File: src/rtl/booth_mul_pkg.sv
package booth_mul_pkg;

  // One recoded radix-4 digit: sign flag plus a one-hot choice of multiple
  typedef struct packed {
    logic neg;
    logic one;
    logic two;
  } bdig_t;

  // Triple order is {upper, middle, lower}; digit = -2*upper + middle + lower
  function automatic bdig_t recode(input logic [2:0] t);
    bdig_t d;
    d.one = t[1] ^ t[0];
    d.two = (t == 3'b011) || (t == 3'b100);
    d.neg = t[2] & ~(t[1] & t[0]);
    return d;
  endfunction

  // Number of 3:2 levels needed to bring n operands down to two
  function automatic int csa_levels(input int n);
    int cnt;
    int k;
    cnt = 0;
    k = n;
    while (k > 2) begin
      k = (k / 3) * 2 + (k % 3);
      cnt++;
    end
    return cnt;
  endfunction

endpackage

File: src/rtl/bm_rowgen.sv
module bm_rowgen
  import booth_mul_pkg::*;
#(
  parameter int N = 8
) (
  input  logic [N-1:0]                 a,
  input  logic [N-1:0]                 b,
  input  logic                         sgn,
  output logic [(N+2)/2-1:0][2*N-1:0]  rows,
  output logic [2*N-1:0]               negrow,
  output logic [(N+2)/2-1:0]           dneg,
  output logic [(N+2)/2-1:0]           done,
  output logic [(N+2)/2-1:0]           dtwo
);
  localparam int EW   = N + 2;
  localparam int ROWS = EW / 2;
  localparam int PW   = 2 * N;
  localparam int RW   = EW + 1;

  logic [EW-1:0] a_ext;
  logic [EW:0]   b_pad;

  assign a_ext = {{2{sgn & a[N-1]}}, a};
  assign b_pad = {{2{sgn & b[N-1]}}, b, 1'b0};

  for (genvar k = 0; k < ROWS; k++) begin : g_row
    bdig_t         d;
    logic [RW-1:0] mult;
    logic [RW-1:0] inv;
    logic [PW-1:0] wide;

    assign d    = recode(b_pad[2*k+2 -: 3]);
    assign mult = d.two ? {a_ext, 1'b0} :
                  d.one ? {a_ext[EW-1], a_ext} : '0;
    assign inv  = mult ^ {RW{d.neg}};
    assign wide = {{(PW-RW){inv[RW-1]}}, inv};
    assign rows[k] = wide << (2 * k);
    assign dneg[k] = d.neg;
    assign done[k] = d.one;
    assign dtwo[k] = d.two;
  end

  always_comb begin
    negrow = '0;
    for (int k = 0; k < ROWS; k++) begin
      negrow[2*k] = dneg[k];
    end
  end

endmodule

File: src/rtl/bm_csa_tree.sv
module bm_csa_tree
  import booth_mul_pkg::*;
#(
  parameter int PW   = 16,
  parameter int ROWS = 5
) (
  input  logic [ROWS-1:0][PW-1:0] rows,
  input  logic [PW-1:0]           negrow,
  output logic [PW-1:0]           sum,
  output logic [PW-1:0]           carry
);
  localparam int OPS    = ROWS + 1;
  localparam int LEVELS = csa_levels(OPS);

  logic [PW-1:0] cur [OPS];
  logic [PW-1:0] nxt [OPS];
  int n;
  int m;

  always_comb begin
    for (int i = 0; i < ROWS; i++) cur[i] = rows[i];
    cur[ROWS] = negrow;
    for (int i = 0; i < OPS; i++) nxt[i] = '0;
    n = OPS;
    m = 0;
    for (int l = 0; l < LEVELS; l++) begin
      for (int i = 0; i < OPS; i++) nxt[i] = '0;
      m = 0;
      for (int i = 0; i < OPS; i += 3) begin
        if (i + 2 < n) begin
          nxt[m]   = cur[i] ^ cur[i+1] ^ cur[i+2];
          nxt[m+1] = ((cur[i] & cur[i+1]) | (cur[i] & cur[i+2]) |
                      (cur[i+1] & cur[i+2])) << 1;
          m = m + 2;
        end else if (i < n) begin
          nxt[m] = cur[i];
          m = m + 1;
          if (i + 1 < n) begin
            nxt[m] = cur[i+1];
            m = m + 1;
          end
        end
      end
      for (int i = 0; i < OPS; i++) cur[i] = nxt[i];
      n = m;
    end
    sum   = cur[0];
    carry = cur[1];
  end

endmodule

File: src/rtl/bm_cla.sv
module bm_cla #(
  parameter int W  = 16,
  parameter int GW = 4
) (
  input  logic [W-1:0] x,
  input  logic [W-1:0] y,
  output logic [W-1:0] s
);
  localparam int NG = W / GW;

  logic [W-1:0]  p;
  logic [W-1:0]  g;
  logic [NG-1:0] gp;
  logic [NG-1:0] gg;
  logic [NG-1:0] gc;
  logic [W-1:0]  c;

  assign p = x ^ y;
  assign g = x & y;

  // Group propagate / generate in sum-of-products form
  always_comb begin
    for (int j = 0; j < NG; j++) begin
      logic t;
      gp[j] = &p[j*GW +: GW];
      gg[j] = 1'b0;
      for (int i = 0; i < GW; i++) begin
        t = g[j*GW+i];
        for (int k = i + 1; k < GW; k++) t = t & p[j*GW+k];
        gg[j] = gg[j] | t;
      end
    end
  end

  // Second-level lookahead: carry into each group, no group-to-group ripple
  always_comb begin
    for (int j = 0; j < NG; j++) begin
      logic t;
      gc[j] = 1'b0;
      for (int i = 0; i < j; i++) begin
        t = gg[i];
        for (int k = i + 1; k < j; k++) t = t & gp[k];
        gc[j] = gc[j] | t;
      end
    end
  end

  // Bit carries inside each group from the group carry-in
  always_comb begin
    for (int j = 0; j < NG; j++) begin
      for (int b = 0; b < GW; b++) begin
        logic acc;
        logic t;
        acc = gc[j];
        for (int k = 0; k < b; k++) acc = acc & p[j*GW+k];
        for (int i = 0; i < b; i++) begin
          t = g[j*GW+i];
          for (int k = i + 1; k < b; k++) t = t & p[j*GW+k];
          acc = acc | t;
        end
        c[j*GW+b] = acc;
      end
    end
  end

  assign s = p ^ c;

endmodule

File: src/rtl/booth_mul.sv
module booth_mul
  import booth_mul_pkg::*;
#(
  parameter int N = 8
) (
  input  logic [N-1:0]   mcand,
  input  logic [N-1:0]   mplier,
  input  logic           is_signed,
  output logic [2*N-1:0] product
);
  localparam int ROWS = (N + 2) / 2;
  localparam int PW   = 2 * N;

  logic [ROWS-1:0][PW-1:0] pp_rows;
  logic [PW-1:0]           pp_negrow;
  logic [ROWS-1:0]         row_neg;
  logic [ROWS-1:0]         row_one;
  logic [ROWS-1:0]         row_two;
  logic [PW-1:0]           csa_sum;
  logic [PW-1:0]           csa_carry;

  bm_rowgen #(.N(N)) u_rows (
    .a      (mcand),
    .b      (mplier),
    .sgn    (is_signed),
    .rows   (pp_rows),
    .negrow (pp_negrow),
    .dneg   (row_neg),
    .done   (row_one),
    .dtwo   (row_two)
  );

  bm_csa_tree #(.PW(PW), .ROWS(ROWS)) u_tree (
    .rows   (pp_rows),
    .negrow (pp_negrow),
    .sum    (csa_sum),
    .carry  (csa_carry)
  );

  bm_cla #(.W(PW), .GW(4)) u_cla (
    .x (csa_sum),
    .y (csa_carry),
    .s (product)
  );

endmodule

File: config.mk
export PLATFORM = sky130hd
export DESIGN_NAME = booth_mul
export DESIGN_NICKNAME = d
export VERILOG_FILES = /design/src/rtl/booth_mul_pkg.sv /design/src/rtl/bm_rowgen.sv /design/src/rtl/bm_csa_tree.sv /design/src/rtl/bm_cla.sv /design/src/rtl/booth_mul.sv
export SDC_FILE = /design/constraint.sdc
export NUM_CORES = 1
export LEC_CHECK = 0
export BUFFER_PORTS_ARGS = -buffer_cell sky130_fd_sc_hd__buf_2
export CORE_MARGIN = 2
export CORE_UTILIZATION = 35
export DETAILED_ROUTE_END_ITERATION = 10
export PLACE_DENSITY_LB_ADDON = 0.1
export RECOVER_POWER = 100
export SETUP_SLACK_MARGIN = 0.4
export SLEW_MARGIN = 20
export SYNTH_ARGS = -nofsm -noshare
export SYNTH_HDL_FRONTEND = slang
export SYNTH_SLANG_ARGS = --single-unit
File: constraint.sdc
create_clock -name vclk -period 6.3
set_input_delay 0.63 -clock vclk [all_inputs]
set_output_delay 0.63 -clock vclk [all_outputs]
set_load 0.03 [all_outputs]
==> run metrics, run 1 <==
status=completed; commonest cells in the netlist=55 x nor2_1, 45 x nand2_1, 42 x ha_1; RSZ-0062 raised after global routing=no; CP Class=in2out; global-route wire length before repair=13.6 mm; final RePlAce weighted congestion=0.814; sequential area share after synthesis=0%; WL per Instance=roughly 15 um; Critical Path RT=5.67 ns; Internal=0.574 mW; setup violators final=0; Worst EP arrival=5.15 ns; Max Used Layer=met3; initial core utilization=36.3%; share of layout cells above drive strength 1=24.8%; vias in the first global route=2654; Worst setup EP type=output pin; Port Buf Inserts=33; Sw Ratio=60.2%; fin crit period=5.78 ns; hold_sp=mplier[0]; Cells after Synth=409; total grt overflow=0; largest net degree at the start of global routing=18; crit-path max FO=6; Final Cycle Share=91.7%; Die X=96.3 um; pin slew with the least headroom to its limit=0.638 ns; Total Routing Usage GR=between 10% and 20%; I/O pins=33; sequential cell count=0; most frequent cell after synthesis=nor2_1; Die H=just under 100 um; FILL cells=869; DRC=0; Min Hold Slack=1.75 ns; Relative slew margins=57.4%; first-pass iteration count of the detailed router=4; Max Freq=173 MHz; Psw=0.868 mW; Logic pwr share=100.0%; CP startpoint=mplier[1]; initial antenna violation count=0; DR WL met2=3.84 mm; hold crit path type=in2out; Yosys top cell by area=fa_1; Synth Cell Area=2980 sq um; Starting DRT DRC Count=153; WL met1=between 4 and 5 mm; Hold Buf Count CTS=0; post-synth top area share=20.1%; Power Dens Cells=390 nW/um^2; Vias/cell=5.32; DR vias=2918; maximum vdd drop=0.000179 V; synthesized area per cell=~7.3 sq um; Mapped Nets=498; CLK BUF=0; final hold violation count=0; DP Area=3320 sq um; max-slew violations=0; FF+latch area=0 sq um; HPWL after detailed placement=6.48 mm; core area=8220 sq um; Routed WL=around 8.4 mm; Distinct cells, synth=49; Layout Area Growth over Synthesis=24.0%; CP Launch Type=primary input; met3 wire len=274 um; Final Net Count=between 500 and 600; Final ANT Viol Nets=0; die footprint=9270 sq um; sequential fraction of design power=0%; final instance area=between 3000 and 4000 sq um; # rows=33; top cells by area, synth=fa_1 20%, ha_1 18%, nor2_1 6.9%; max-cap check violation count=0; Syn. warnings=0; Ant. Diodes=0; clock power share=0%; LEAKAGE=~1.7 nW
final timing paths:
check / to / slack (ns) / depth (start not counted)
hold / removal: product[0] / 1.75 / 3
setup / recovery: product[15] / 0.52 / 21
what timing repair did:
action,in CTS,in global routing
setup endpoints to repair,5,5
setup buffers,0,6
gates resized for setup,22,62
pin swaps,1,20
metrics by stage:
stage | std cells | power (mW) | setup TNS, ns | setup slack (ns) | utilization, %
after floorplan | 409 | 0.999 | 0 | 0.440 | -
after global placement | 543 | 1.30 | 0 | 0.0142 | 40.4
after detailed placement | 543 | 1.31 | -0.0745 | -0.0745 | 40.4
after CTS | 543 | 1.34 | 0 | 0.401 | 41.3
after global routing | 549 | 1.60 | 0 | 0.297 | 45.0
final | 549 | 1.44 | 0 | 0.524 | 45.0
area by class of cell:
type | instances | area (sq um) | area share, %
Inverter | 36 | 136 | 3.69
Timing Repair Buffer | 65 | 414 | 11.2
Tap cell | 105 | 131 | 3.55
Multi-Input combinational cell | 343 | 3010 | 81.6
cell usage in the layout, fill, tap and decap left out, types with 5 or more instances in the layout:
| cell type | n |
|---|---|
| nand2_2 | 6 |
| and2_1 | 10 |
| xor2_1 | 5 |
| a2111oi_4 | 5 |
| fa_1 | 28 |
| buf_6 | 5 |
| nor2_1 | 55 |
| buf_2 | 16 |
| nand2_1 | 39 |
| o21ai_1 | 6 |
| inv_1 | 31 |
| a21oi_1 | 31 |
| a21oi_2 | 9 |
| o21ai_0 | 19 |
| ha_4 | 6 |
| ha_1 | 35 |
| o21a_1 | 6 |
| buf_4 | 30 |
| a2111oi_2 | 8 |
| xnor2_1 | 9 |
| nand3_1 | 5 |
| clkbuf_1 | 14 |
| mux2i_1 | 6 |
metal layers:
metal,global-route usage (%),vias up
li1,-,1474
met1,29.3,1380
met2,29.0,64
met3,0.0783,0
met4,0,0
met5,0,-
kinds of logic (layout without fill, tap and decap cells):
logic type | Yosys count | after routing | synth area share, %
multiplexers | 7 | 7 | 2.52
XOR/XNOR | 15 | 15 | 4.41
adder cells (fa/ha/maj) | 72 | 72 | 37.8
AO/OA/AOI/OAI | 110 | 110 | 24.3
buffers and inverters | 66 | 101 | 10.0
AND/OR/NAND/NOR | 139 | 139 | 20.9
worst max-delay path, stage by stage:
cell and delay [ns]:
buf_2 0.10, clkinv_2 0.07, ha_4 0.30, buf_4 0.11, nand2_2 0.07, a2111oi_4 0.39, a21oi_2 0.09, fa_1 0.52
fa_1 0.49, inv_1 0.05, fa_1 0.47, inv_1 0.06, ha_4 0.23, a2111oi_4 0.31, a21oi_2 0.11, ha_2 0.19
o21a_1 0.18, o22a_1 0.20, xnor2_1 0.26, xnor2_2 0.15, buf_6 0.15
power groups by stage:
stage | Sequential (mW) | Combinational (mW) | Clock (mW)
after floorplan | 0 | 0.999 | 0
after global placement | 0 | 1.30 | 0
after detailed placement | 0 | 1.31 | 0
after CTS | 0 | 1.34 | 0
after global routing | 0 | 1.60 | 0
final | 0 | 1.44 | 0
Power figures use the tool's default switching activity.
==> run 2: changes to the inputs <==
--- a/config.mk
+++ b/config.mk
@@ -11,3 +11,3 @@
 export DETAILED_ROUTE_END_ITERATION = 10
-export PLACE_DENSITY_LB_ADDON = 0.1
+export PLACE_DENSITY = 0.49
 export RECOVER_POWER = 100
==> constraint.sdc (replaced) <==
create_clock -name vclk -period 6.3
set_input_delay 1.26 -clock vclk [all_inputs]
set_output_delay 1.26 -clock vclk [all_outputs]
set_load 0.03 [all_outputs]
==> run metrics, run 2 (synthesis results as in run 1) <==
status=finished with violations; failing checks=setup timing; M2 GR Usage=37.4%; largest net degree at the start of global routing=13; Max Freq=146 MHz; Relative slew margins=68.9%; CLK BUF=0; CP Class=in2out; Final Cycle Share=109%; final RePlAce weighted congestion=around 0.84; core area=between 8000 and 9000 sq um; LEAKAGE=2.19 nW; maximum vdd drop=0.000290 V; first-pass iteration count of the detailed router=4; sequential cell count=0; Final ANT Viol Nets=0; Power Dens Cells=423 nW/um^2; Starting DRT DRC Count=159; Total Routing Usage GR=21.1%; FF+latch area=0 sq um; grt met3 use=less than 1%; max-slew violations=0; Final Net Count=628; DRC=0; fin util=57.7%; Vias/cell=between 5 and 6; initial core utilization=36.3%; die footprint=9270 sq um; setup violators final=8; global-route wire length before repair=15.6 mm; pin slew with the least headroom to its limit=approximately 0.46 ns; Tot Pwr=around 2 mW; Die X=96.3 um; DR vias=3352; max-cap check violation count=0; RSZ-0062 raised after global routing=yes; most frequent cells in the layout=115 x buf_4, 50 x nor2_1, 34 x nand2_1, 32 x a21oi_1, 29 x inv_1; Die H=96.3 um; final worst-path setup slack=-0.568 ns; global routing's busiest layer=met2; initial antenna violation count=0; WL per Instance=about 15 um; fin crit period=6.87 ns; Ant. Diodes=0; Routed WL=9.45 mm; crit-path max FO=6; commonest non-fill, non-tap cell in the layout=buf_4; CP Launch Type=primary input; met1 usage=29.1%; vias in the first global route=3307; Worst EP arrival=~5.6 ns; Worst setup EP type=output pin; HPWL after detailed placement=7.66 mm; Layout Area Growth over Synthesis=58.9%; hold crit path type=in2out; total grt overflow=0; Min Hold Slack=3.13 ns; Setup Slack @ Placement=-0.934 ns; share of layout cells above drive strength 1=44.9%; final hold violation count=0; Port Buf Inserts=33; # rows=33; I/O pins=33; Critical Path RT=5.04 ns
==> run 2: cell types whose count changed in the layout (fill, tap and decap cells not counted), moves of 4 or more <==
cell and change:
ha_1 -7, fa_1 -5, nor2_1 -5, buf_6 +13
buf_4 +85, nand2_1 -5, ha_4 +4, clkbuf_1 -9
fa_2 +5
==> run 2: final cells by class <==
cell class | count | area (sq um)
inverter | 36 | 150
timing repair buffer | 158 | 1240
multi-input combinational | 343 | 3210
fill | 751 | 3480
tap | 105 | 131
==> run 2: power breakdown <==
group / leakage, nW / switching [mW] / internal, mW
Sequential: 0 / 0 / 0
Combinational: 2.19 / 1.00 / 1.00
Clock: 0 / 0 / 0
==> run 2: final timing paths <==
check | start | end | slack [ns] | depth (start not counted)
max | mplier[3] | product[15] | -0.57 | 20
min | mplier[0] | product[0] | 3.13 | 4
==> run 2: repair_timing <==
action | in CTS | in global routing
endpoints found under the hold margin | 0 | 0
resized for setup | 86 | 29
hold buffers | 0 | 0
setup buffers | 7 | 4
endpoints found under the setup margin | 10 | 12
pin swaps | 31 | 25
==> run 2: layer usage <==
layer,share of wire [%],vias up
li1,-,1654
met1,47,1610
met2,49,78
met3,3.6,10
met4,0.98,0
met5,0,-
==> run 2: metrics by stage <==
| step | std cells | instance area [sq um] | TNS [ns] |
|---|---|---|---|
| after global routing | 642 | 4740 | -4.23 |
| after floorplan | 409 | 3190 | -1.36 |
| after detailed placement | 631 | 4170 | -5.34 |
| final | 642 | 4740 | -3.06 |
| after global placement | 631 | 4170 | -5.11 |
| after CTS | 638 | 4600 | -3.11 |
==> run 2: critical path, cell delays in order <==
cell and delay (ns):
buf_8 0.09, inv_4 0.03, ha_4 0.31, buf_6 0.13, a21oi_4 0.06, o41ai_4 0.37
fa_1 0.48, inv_1 0.08, fa_1 0.44, fa_2 0.58, ha_1 0.24, nor2b_4 0.14
o311ai_4 0.25, a21oi_2 0.10, ha_2 0.17, o21a_1 0.19, o22a_1 0.21, xnor2_2 0.19
xnor2_2 0.13, buf_6 0.15
